`src/rtl/ics_pkg.sv`:
```
package ics_pkg;

    localparam int BYTE_W = 8;
    localparam int BIT_CW = $clog2(BYTE_W + 1);

    typedef enum logic [3:0] {
        S_IDLE,
        S_ADDR,
        S_ADDR_END,
        S_ADDR_ACK,
        S_WR,
        S_WR_END,
        S_WR_ACK,
        S_RD,
        S_RD_ACK,
        S_IGNORE
    } eng_state_t;

    // Sampled bus levels and the events derived from them
    typedef struct packed {
        logic scl;
        logic sda;
        logic scl_rise;
        logic scl_fall;
        logic start;
        logic stop;
    } line_ev_t;

    typedef struct packed {
        logic              en;
        logic [BYTE_W-1:0] data;
    } wr_req_t;

    function automatic logic addr_hit(input logic [6:0] rx,
                                      input logic [5:0] hi,
                                      input logic       strap);
        return rx == {hi, strap};
    endfunction

endpackage

```
`src/rtl/ics_line_sync.sv`:
```
module ics_line_sync
    import ics_pkg::*;
#(
    parameter int SYNC_STAGES = 2
) (
    input  logic     clk,
    input  logic     rst,
    input  logic     scl_in,
    input  logic     sda_in,
    output line_ev_t ev
);
    // index SYNC_STAGES-1 is the synchronized level, index SYNC_STAGES the previous one
    logic [SYNC_STAGES:0] scl_sr;
    logic [SYNC_STAGES:0] sda_sr;

    always_ff @(posedge clk) begin
        if (rst) begin
            scl_sr <= '1;
            sda_sr <= '1;
        end else begin
            scl_sr <= {scl_sr[SYNC_STAGES-1:0], scl_in};
            sda_sr <= {sda_sr[SYNC_STAGES-1:0], sda_in};
        end
    end

    logic scl_now, scl_old, sda_now, sda_old;
    assign scl_now = scl_sr[SYNC_STAGES-1];
    assign scl_old = scl_sr[SYNC_STAGES];
    assign sda_now = sda_sr[SYNC_STAGES-1];
    assign sda_old = sda_sr[SYNC_STAGES];

    always_comb begin
        ev.scl      = scl_now;
        ev.sda      = sda_now;
        ev.scl_rise = scl_now & ~scl_old;
        ev.scl_fall = ~scl_now & scl_old;
        ev.start    = scl_now & scl_old & sda_old & ~sda_now;
        ev.stop     = scl_now & scl_old & ~sda_old & sda_now;
    end

endmodule

```
`src/rtl/ics_reg_bank.sv`:
```
module ics_reg_bank
    import ics_pkg::*;
#(
    parameter int NUM_REGS = 4,
    localparam int IDX_W = $clog2(NUM_REGS + 1)
) (
    input  logic                       clk,
    input  logic                       rst,
    input  wr_req_t                    wr,
    input  logic [IDX_W-1:0]           wr_idx,
    input  logic [IDX_W-1:0]           rd_idx,
    output logic [BYTE_W-1:0]          rd_data,
    output logic [NUM_REGS*BYTE_W-1:0] regs_flat
);
    logic [NUM_REGS-1:0][BYTE_W-1:0] reg_q;

    for (genvar g = 0; g < NUM_REGS; g++) begin : g_reg
        always_ff @(posedge clk) begin
            if (rst) begin
                reg_q[g] <= '0;
            end else if (wr.en && wr_idx == IDX_W'(g)) begin
                reg_q[g] <= wr.data;
            end
        end
        assign regs_flat[g*BYTE_W +: BYTE_W] = reg_q[g];
    end

    // Past the end of the chain the line stays released: all ones
    always_comb begin
        rd_data = '1;
        for (int i = 0; i < NUM_REGS; i++) begin
            if (rd_idx == IDX_W'(i)) rd_data = reg_q[i];
        end
    end

    AST_WR_IN_RANGE: assert property (@(posedge clk) disable iff (rst)
        wr.en |-> wr_idx < IDX_W'(NUM_REGS));
    AST_REGS_HOLD: assert property (@(posedge clk) disable iff (rst)
        !wr.en |=> $stable(regs_flat));

endmodule

```
`src/rtl/ics_bit_engine.sv`:
```
module ics_bit_engine
    import ics_pkg::*;
#(
    parameter int          NUM_REGS = 4,
    parameter logic [5:0]  ADDR_HI  = 6'b001000,
    localparam int IDX_W = $clog2(NUM_REGS + 1)
) (
    input  logic              clk,
    input  logic              rst,
    input  line_ev_t          ev,
    input  logic              strap,
    input  logic [BYTE_W-1:0] rd_data,
    output logic [IDX_W-1:0]  ptr,
    output wr_req_t           wr,
    output logic [IDX_W-1:0]  wr_idx,
    output logic              sda_low
);
    localparam logic [IDX_W-1:0]  END_IDX  = IDX_W'(NUM_REGS);
    localparam logic [BIT_CW-1:0] LAST_BIT = BIT_CW'(BYTE_W - 1);
    localparam logic [BIT_CW-1:0] ALL_BITS = BIT_CW'(BYTE_W);

    eng_state_t        state;
    logic [BIT_CW-1:0] bcnt;
    logic [BYTE_W-1:0] rxsh;
    logic [BYTE_W-1:0] txsh;
    logic              rw;
    logic              nack;

    logic [IDX_W-1:0]  ptr_next;
    assign ptr_next = (ptr == END_IDX) ? ptr : ptr + 1'b1;

    always_ff @(posedge clk) begin
        wr.en <= 1'b0;
        if (rst) begin
            state   <= S_IDLE;
            ptr     <= '0;
            bcnt    <= '0;
            rxsh    <= '0;
            txsh    <= '0;
            rw      <= 1'b0;
            nack    <= 1'b0;
            sda_low <= 1'b0;
            wr.data <= '0;
            wr_idx  <= '0;
        end else if (ev.start) begin
            state   <= S_ADDR;
            ptr     <= '0;
            bcnt    <= '0;
            sda_low <= 1'b0;
        end else if (ev.stop) begin
            state   <= S_IDLE;
            ptr     <= '0;
            sda_low <= 1'b0;
        end else begin
            unique case (state)
                S_ADDR, S_WR: if (ev.scl_rise) begin
                    rxsh <= {rxsh[BYTE_W-2:0], ev.sda};
                    if (bcnt == LAST_BIT) state <= (state == S_ADDR) ? S_ADDR_END : S_WR_END;
                    else                  bcnt  <= bcnt + 1'b1;
                end
                S_ADDR_END: if (ev.scl_fall) begin
                    if (addr_hit(rxsh[BYTE_W-1:1], ADDR_HI, strap)) begin
                        sda_low <= 1'b1;
                        rw      <= rxsh[0];
                        state   <= S_ADDR_ACK;
                    end else begin
                        state   <= S_IGNORE;
                    end
                end
                S_WR_END: if (ev.scl_fall) begin
                    sda_low <= 1'b1;
                    wr.data <= rxsh;
                    wr_idx  <= ptr;
                    if (ptr != END_IDX) wr.en <= 1'b1;
                    ptr     <= ptr_next;
                    state   <= S_WR_ACK;
                end
                S_ADDR_ACK, S_WR_ACK: if (ev.scl_fall) begin
                    bcnt <= '0;
                    if (state == S_ADDR_ACK && rw) begin
                        txsh    <= rd_data;
                        sda_low <= ~rd_data[BYTE_W-1];
                        ptr     <= ptr_next;
                        state   <= S_RD;
                    end else begin
                        sda_low <= 1'b0;
                        state   <= S_WR;
                    end
                end
                S_RD: begin
                    if (ev.scl_rise) bcnt <= bcnt + 1'b1;
                    if (ev.scl_fall) begin
                        if (bcnt == ALL_BITS) begin
                            sda_low <= 1'b0;
                            state   <= S_RD_ACK;
                        end else begin
                            txsh    <= {txsh[BYTE_W-2:0], 1'b1};
                            sda_low <= ~txsh[BYTE_W-2];
                        end
                    end
                end
                S_RD_ACK: begin
                    if (ev.scl_rise) nack <= ev.sda;
                    if (ev.scl_fall) begin
                        bcnt <= '0;
                        if (nack) begin
                            state <= S_IGNORE;
                        end else begin
                            txsh    <= rd_data;
                            sda_low <= ~rd_data[BYTE_W-1];
                            ptr     <= ptr_next;
                            state   <= S_RD;
                        end
                    end
                end
                default: ;
            endcase
        end
    end

    AST_SDA_LOW_PHASE: assert property (@(posedge clk) disable iff (rst)
        !$stable(sda_low) |-> !ev.scl);
    AST_START_RESTART: assert property (@(posedge clk) disable iff (rst)
        ev.start |=> (state == S_ADDR && ptr == '0 && !sda_low));
    AST_STOP_RELEASE: assert property (@(posedge clk) disable iff (rst)
        ev.stop |=> (state == S_IDLE && ptr == '0 && !sda_low));
    AST_IGNORE_SILENT: assert property (@(posedge clk) disable iff (rst)
        state == S_IGNORE |-> (!sda_low && !wr.en));

endmodule

```
`src/rtl/i2c_chain_slave.sv`:
```
module i2c_chain_slave
    import ics_pkg::*;
#(
    parameter int         NUM_REGS    = 4,
    parameter logic [5:0] ADDR_HI     = 6'b001000,
    parameter int         SYNC_STAGES = 2,
    localparam int IDX_W = $clog2(NUM_REGS + 1)
) (
    input  logic                       clk,
    input  logic                       rst,
    input  logic                       scl_in,
    input  logic                       sda_in,
    input  logic                       addr_strap,
    output logic                       sda_pull_low,
    output logic [NUM_REGS*BYTE_W-1:0] ctl_regs
);
    line_ev_t          ev;
    wr_req_t           wr;
    logic [IDX_W-1:0]  wr_idx;
    logic [IDX_W-1:0]  ptr;
    logic [BYTE_W-1:0] rd_data;

    ics_line_sync #(.SYNC_STAGES(SYNC_STAGES)) u_sync (
        .clk    (clk),
        .rst    (rst),
        .scl_in (scl_in),
        .sda_in (sda_in),
        .ev     (ev)
    );

    ics_bit_engine #(.NUM_REGS(NUM_REGS), .ADDR_HI(ADDR_HI)) u_eng (
        .clk     (clk),
        .rst     (rst),
        .ev      (ev),
        .strap   (addr_strap),
        .rd_data (rd_data),
        .ptr     (ptr),
        .wr      (wr),
        .wr_idx  (wr_idx),
        .sda_low (sda_pull_low)
    );

    ics_reg_bank #(.NUM_REGS(NUM_REGS)) u_bank (
        .clk       (clk),
        .rst       (rst),
        .wr        (wr),
        .wr_idx    (wr_idx),
        .rd_idx    (ptr),
        .rd_data   (rd_data),
        .regs_flat (ctl_regs)
    );

endmodule

```
`config.mk`:
```
export PLATFORM = sky130hd
export DESIGN_NAME = i2c_chain_slave
export DESIGN_NICKNAME = d
export VERILOG_FILES = /design/src/rtl/ics_pkg.sv /design/src/rtl/ics_line_sync.sv /design/src/rtl/ics_reg_bank.sv /design/src/rtl/ics_bit_engine.sv /design/src/rtl/i2c_chain_slave.sv
export SDC_FILE = /design/constraint.sdc
export NUM_CORES = 1
export LEC_CHECK = 0
export ABC_AREA = 1
export BUFFER_PORTS_ARGS = -buffer_cell sky130_fd_sc_hd__buf_4
export CORE_ASPECT_RATIO = 1.5
export CORE_MARGIN = 2
export CORE_UTILIZATION = 30
export DETAILED_ROUTE_END_ITERATION = 8
export SETUP_SLACK_MARGIN = 0.02
export SYNTH_ARGS = -nofsm -noshare
export SYNTH_HDL_FRONTEND = slang
export SYNTH_SLANG_ARGS = --single-unit
```
`constraint.sdc`:
```
create_clock -name clk -period 2.1 [get_ports clk]
set_input_delay 0.21 -clock clk [delete_from_list [all_inputs] [get_ports clk]]
set_output_delay 0.21 -clock clk [all_outputs]
set_load 0.05 [all_outputs]
```
# Word level (Yosys, flattened, before mapping)

Index checks and enable logic that the tools add are counted.
Widths: inputs -> output; s select.

Add/sub/neg operators: 2
Equality and inequality tests: 42
Muxes and demuxes: 49
Bitwise logic cells: 17
Reductions and logical operators: 29

Operators by type and width:

| kind               | number |
|---|---|
| $mux 4             | 14 |
| $mux 7             | 6 |
| $mux 8             | 4 |
| $reduce_and 9->1   | 3 |
| $ne 4x4->1 const B | 6 |
| $pmux 4 s6         | 1 |
| $mux 3             | 7 |
| $pmux 7 s3         | 1 |
| $eq 4x3->1 const B | 5 |
| $ne 2x2->1 const B | 10 |
| $eq 3x2->1 const B | 4 |
| $mux 1             | 12 |
| $pmux 4 s3         | 1 |
| $reduce_and 4->1   | 3 |
| $reduce_and 6->1   | 2 |
| $ne 2x1->1 const B | 5 |
| $not 1->1          | 10 |
| $pmux 3 s3         | 1 |
| $reduce_bool 3->1  | 3 |
| $eq 4x2->1 const B | 2 |
| $eq 4x4->1 const B | 2 |
| $ne 4x3->1 const B | 2 |
| $reduce_and 8->1   | 1 |
| $reduce_bool 8->1  | 1 |
| other kinds (18)   | 33 |

Flip-flop bits (word level): 79
Input port bits: 5
Output and inout port bits: 33

# Logic depth before layout (Yosys ltp)

Depth after elaboration: 9
Mapped depth: 13
Mapped depth without buffers: 13

# Hierarchy

Synthesis repeated with hierarchy kept, for this count alone.

Cells, all modules: 615
Area, all modules: 4005.1 um^2

By module, submodules not included:

| module         | times used | cells an instance | area an instance (um^2) | sequential area each (um^2) |
|---|---|---|---|---|
| ics_bit_engine | 1          | 316               | 2085.8                  | 820.8 |
| ics_reg_bank   | 1          | 273               | 1706.6                  | 640.6 |
| ics_line_sync  | 1          | 26                | 212.7                   | 120.1 |

# Worst setup path after synthesis

Ideal clock, no wire load.

Kind: reg-to-reg
Start point: reg u_eng.ptr[2]
End point: reg u_eng.txsh[2]
Data arrival time: 1.554 ns
Required time: 1.989 ns
Setup slack: 0.435 ns
Cell stages (with the launch flop): 11
Period minus slack after synthesis: 1.665 ns
Cell sequence: dfxtp_1 inv_1 clkbuf_1 ha_1 clkinv_1 nor2_1 nor2_1 o21ai_0 nand2_1 nor2_1 nor2_1

Word-level cells in the longest chain between the ends: 8

RTL lines:

| item                      | line                                        | source |
|---|---|---|
| from (decl)               | ics_bit_engine.sv:13                        | `output logic [IDX_W-1:0] ptr,` |
| from (signal assigned)    | ics_bit_engine.sv:75                        | `ptr <= ptr_next;` |
| from (signal assigned)    | ics_bit_engine.sv:83                        | `ptr <= ptr_next;` |
| from (signal assigned)    | ics_bit_engine.sv:111                       | `ptr <= ptr_next;` |
| $logic_not 3->1           | ics_reg_bank.sv:32                          | `if (rd_idx == IDX_W'(i)) rd_data = reg_q[i];` |
| $mux 8 (3 in a row)       | ics_reg_bank.sv:32                          |  |
| $mux 8 (*)                | ics_reg_bank.sv:32                          |  |
| $mux 7 (on tied branches) | ics_bit_engine.sv:106, ics_bit_engine.sv:80 |  |
| $mux 7 (on tied branches) | ics_bit_engine.sv:104, ics_bit_engine.sv:78 |  |
| $pmux 7 s3 (*)            | ics_bit_engine.sv:55                        | `unique case (state)` |
| to (signal assigned)      | ics_bit_engine.sv:81                        | `txsh <= rd_data;` |
| to (signal assigned)      | ics_bit_engine.sv:97                        | `txsh <= {txsh[BYTE_W-2:0], 1'b1};` |
| to (signal assigned)      | ics_bit_engine.sv:109                       | `txsh <= rd_data;` |
| to (decl)                 | ics_bit_engine.sv:25                        | `logic [BYTE_W-1:0] txsh;` |

Mark *: on every way between the ends. The rest lies on a longest branch, timed or not. The select of a mux whose other input is x is not followed.
A chain may end at the register's enable or synchronous reset.

# Worst setup path in the final report

Start point: reg u_eng.ptr[2]
End point: reg u_eng.sda_low

Word-level cells in the longest chain between the ends: 9

RTL lines:

| item                      | line                                        | source |
|---|---|---|
| $logic_not 3->1           | ics_reg_bank.sv:32                          |  |
| $mux 8 (3 in a row)       | ics_reg_bank.sv:32                          |  |
| $mux 8 (*)                | ics_reg_bank.sv:32                          |  |
| $not 1->1 (*)             | ics_bit_engine.sv:82, ics_bit_engine.sv:110 |  |
| $mux 1 (on tied branches) | ics_bit_engine.sv:106, ics_bit_engine.sv:80 |  |
| $mux 1 (on tied branches) | ics_bit_engine.sv:104, ics_bit_engine.sv:78 |  |
| $pmux 1 s5 (*)            | ics_bit_engine.sv:55                        |  |
| to (signal assigned)      | ics_bit_engine.sv:82                        | `sda_low <= ~rd_data[BYTE_W-1];` |
| to (signal assigned)      | ics_bit_engine.sv:98                        | `sda_low <= ~txsh[BYTE_W-2];` |
| to (signal assigned)      | ics_bit_engine.sv:110                       | `sda_low <= ~rd_data[BYTE_W-1];` |
| to (decl)                 | ics_bit_engine.sv:16                        | `output logic sda_low` |

Marked as above.

==> metrics.md <==
| Metric | Value |
|---|---|
| Hold_ws | `0.0485 ns` |
| Routability congestion estimate | `~0.91` |
| Relative slew slack | `about three fifths` |
| Pins Over Slew Limit | `0` |
| Final setup fails | `0` |
| Post-Syn Area | `approximately 3700 sq um` |
| Core footprint | `about 12000 sq um` |
| FP Rows | `49` |
| Top-area cell type share of the netlist area | `between 40% and 50%` |
| Worst Path Required | `between 2 and 2.5 ns` |
| Reg-to-reg endpoint | `u_eng.sda_low` |
| Routed WL | `a little under 10000 microns` |
| GRT Util Overall | `roughly 15%` |
| Cts-stage hold buffer count | `0` |
| Status | `finished clean` |
| Worst Path Arrival | `a little over 2 ns` |
| XOR/XNOR Fraction of Synth Area | `less than 1%` |
| Hold path depth | `2` |
| Multi-input gate area | `between 1500 and 2000 sq um` |
| Delay-heaviest family, CP | `buffers and inverters` |
| Non-filler instance count after layout | `between 700 and 800` |
| Clk root buf | `clkbuf_16` |
| Gate Count Post-Synth | `530` |
| WP depth | `10` |
| Largest net degree at the start of global routing | `24` |
| CP most frequent cell | `nand2_1` |
| Initial Util | `between 30% and 40%` |
| Compound-Gate Fraction of Synth Area | `18.9%` |
| DR vias/cell | `roughly 4.8` |
| Dpl hpwl | `about 7400 microns` |
| Buf/Inv on CP | `3` |
| Fmax | `545 MHz` |
| I/O Pins | `38` |
| Worst R2R Path Depth | `10` |
| Synth area leader | `dfxtp_1` |
| Die width | `between 90 and 100 microns` |
| Internal reg-to-reg setup slack | `between 0.2 and 0.3 ns` |
| Later-pin clock latency in the skew report | `roughly 0.35 ns` |
| First-pass GRT wire length | `15800 microns` |
| Worst Max-Slew Pin Slew | `between 0.5 and 0.6 ns` |
| Top-count cell post-synth | `nand2_1` |
| # DRC | `0` |
| Critical path class | `reg2reg` |
| DRT iter0 DRCs | `200` |
| Top cell types by occurrence after synthesis | `nand2_1, dfxtp_1, nor2_1, o21ai_0, a21oi_1` |
| Leakage | `0.00197 uW` |
| Fill cells | `1300` |
| RSZ-0062 raised after global routing | `no` |
| Cell chain of the critical path | `clkinvlp_4, ha_1, clkinv_1, o21ai_0, inv_1, nand2_1, a21oi_1, nand2_1, nand2_1, nor2_1` |
| Synth Warn # | `0` |
| Clk sink count | `79` |
| #FFs+latches synth | `a little under 80` |
| CP endpoint kind | `flop` |
| Vias in the first global route | `3247` |
| Worst vdd ir | `0.000377 V` |
| Clock share of power | `38.0%` |
| Reg2reg start | `u_eng.ptr[2]` |
| Clock transition at path regs | `0.06 ns` |
| Crit-path max FO | `13` |
| Sw Ratio | `between 30% and 40%` |
| Via Count | `approximately 3500` |
| Cell Int Power | `3030 uW` |
| CTS Buf Count | `9` |
| Simple-gate share of the synthesized area | `27.2%` |
| Final core utilization | `37.4%` |
| Power Total | `4590 uW` |
| Die Footprint | `13200 sq um` |
| Post-Synth Adder-Cell Area | `2.37%` |
| Comb power frac | `26.2%` |
| Clock Tree Buf Depth | `2` |
| Avg WL per Cell | `between 10 and 15 microns` |
| Ant. Diodes | `0` |
| Top post-synthesis cells by area | `dfxtp_1, o21ai_0, nand2_1` |
| Sequential area share after synthesis | `a little over two fifths` |
| Min-delay worst type | `in2reg` |
| Synth Flop Type | `dfxtp_1` |
| Mux contribution to synthesized area | `0%` |
| Hold path startpoint | `sda_in` |
| Share of cells above drive strength 1 | `15.6%` |
| Synth async-reset ratio | `0%` |
| Sequential power share | `roughly 36%` |
| Total Nets Final | `583` |
| Port-buffer cells | `37` |
| Hold Fails Final Rpt | `0` |
| Gr ovfl total | `0` |
| Fin crit share | `between 80% and 90%` |
| PD cells | `just over 1000 nW/um^2` |
| Largest family of logic cells by synthesized area | `simple AND/OR/NAND/NOR gates` |
| Switching power total | `1560 uW` |
| ANT nets after route | `0` |
| Setup TNS | `0 ns` |
| DR pass1 iterations | `4` |
| EDFF count, synth | `0` |
| CP max-delay cell | `dfxtp_1` |
| Max Cap Violations | `0` |
| Min cycle time layout | `approximately 1.8 ns` |
| Post-CTS setup buffer count | `0` |
| Net count after synthesis | `between 500 and 600` |
| Syn avg cell area | `between 6 and 7 sq um` |
| WHS Endpoint | `u_sync.sda_sr[0]` |
| Register area | `1580 sq um` |
| Final Skew | `between 0.008 and 0.009 ns` |
| Dpl cells | `about 700` |
| TritonCTS clock tree | `done` |
| Syn-to-layout area delta | `21.7%` |
| CP startpoint kind | `flop` |
| Yosys cell types | `28` |
| CP peak stage delay | `~0.41 ns` |
| Die height | `140 microns` |
| Initial antenna violation count | `0` |
| CTS H-Tree Depth | `3` |
==> area by class of cell <==
type                       instances  area share [%]
clock inverter                     7            2.42
clock buffer                       9            5.02
timing repair buffer              46            7.69
tap                              153            4.26
sequential                        79            35.2
inverter                          61            5.18
multi-input combinational        374            40.2
==> placed cells by master, fill, tap and decap left out, types with 2 or more instances in the layout <==
| cell | Yosys | final |
|---|---|---|
| nand2_1 | 92 | 92 |
| dfxtp_1 | 79 | 79 |
| o21ai_0 | 73 | 73 |
| nor2_1 | 73 | 73 |
| a21oi_1 | 60 | 60 |
| inv_1 | 55 | 54 |
| buf_4 | 0 | 46 |
| nand3_1 | 30 | 30 |
| clkbuf_16 | 0 | 9 |
| nor3_1 | 7 | 7 |
| ha_1 | 7 | 7 |
| nand2_2 | 6 | 6 |
| nor2_2 | 6 | 6 |
| inv_2 | 5 | 5 |
| nand4_1 | 4 | 4 |
| or2_2 | 4 | 4 |
| nand3_2 | 2 | 2 |
| o211ai_1 | 2 | 2 |
| inv_6 | 0 | 2 |
| bufinv_16 | 0 | 2 |
| inv_8 | 0 | 2 |
==> per-stage QoR <==
stage               cell area (sq um)  setup slack [ns]
finish                           4490             0.266
global route                     4490            0.0569
CTS                              4490             0.271
detailed placement               4150             0.289
global placement                 4150             0.345
floorplan                        3690             0.435
==> kinds of logic after synthesis <==
logic type	Yosys count
and+or+nand+nor	228
buffers and inverters	77
AOI/OAI and AO/OA	137
DFF	79
adders and majority gates	7
xor gates and xnor gates	2
==> metal layers <==
layer  track usage [%]  share of wire (%)  vias to the layer above
li1                  -                  -                     1821
met1              16.8                 41                     1564
met2              27.4                 52                       76
met3              3.41                4.0                       16
met4              7.48                3.2                        0
met5                 0                  0                        -
==> power by group through the flow <==
stage / logic (uW) / registers [uW] / clock network [uW]
finish: 1200 / 1640 / 1750
global route: 1370 / 1650 / 1850
CTS: 1200 / 1640 / 1780
detailed placement: 1190 / 1670 / 0
global placement: 1170 / 1670 / 0
floorplan: 904 / 1660 / 0
==> timing repair <==
action,in CTS,in global routing
resized for setup,0,1
setup endpoints to repair,0,2
endpoints found under the hold margin,0,0
==> flip-flops by register name (all words and copies together) (netlist names) <==
| name | cells |
|---|---|
| u_bank.regs_flat | 32 |
| u_eng.bcnt | 4 |
| u_eng.nack | 1 |
| u_eng.ptr | 3 |
| u_eng.rw | 1 |
| u_eng.rxsh | 8 |
| u_eng.sda_low | 1 |
| u_eng.state | 4 |
| u_eng.txsh | 7 |
| u_eng.wr | 9 |
| u_eng.wr_idx | 3 |
| u_sync.scl_sr | 3 |
| u_sync.sda_sr | 3 |
==> worst max path at each step <==
stage	from	end	slack [ns]
6_report	u_eng.ptr[2]	u_eng.sda_low	0.27
4_1_cts	u_eng.ptr[2]	u_eng.txsh[4]	0.27
2_1_floorplan	u_eng.ptr[2]	u_eng.txsh[2]	0.43
3_3_place_gp	u_eng.ptr[2]	u_eng.sda_low	0.35
5_1_grt	u_eng.ptr[2]	u_eng.sda_low	0.06
3_5_place_dp	u_eng.ptr[2]	u_eng.txsh[3]	0.29
Note: power is estimated with default switching activity, not from simulation.
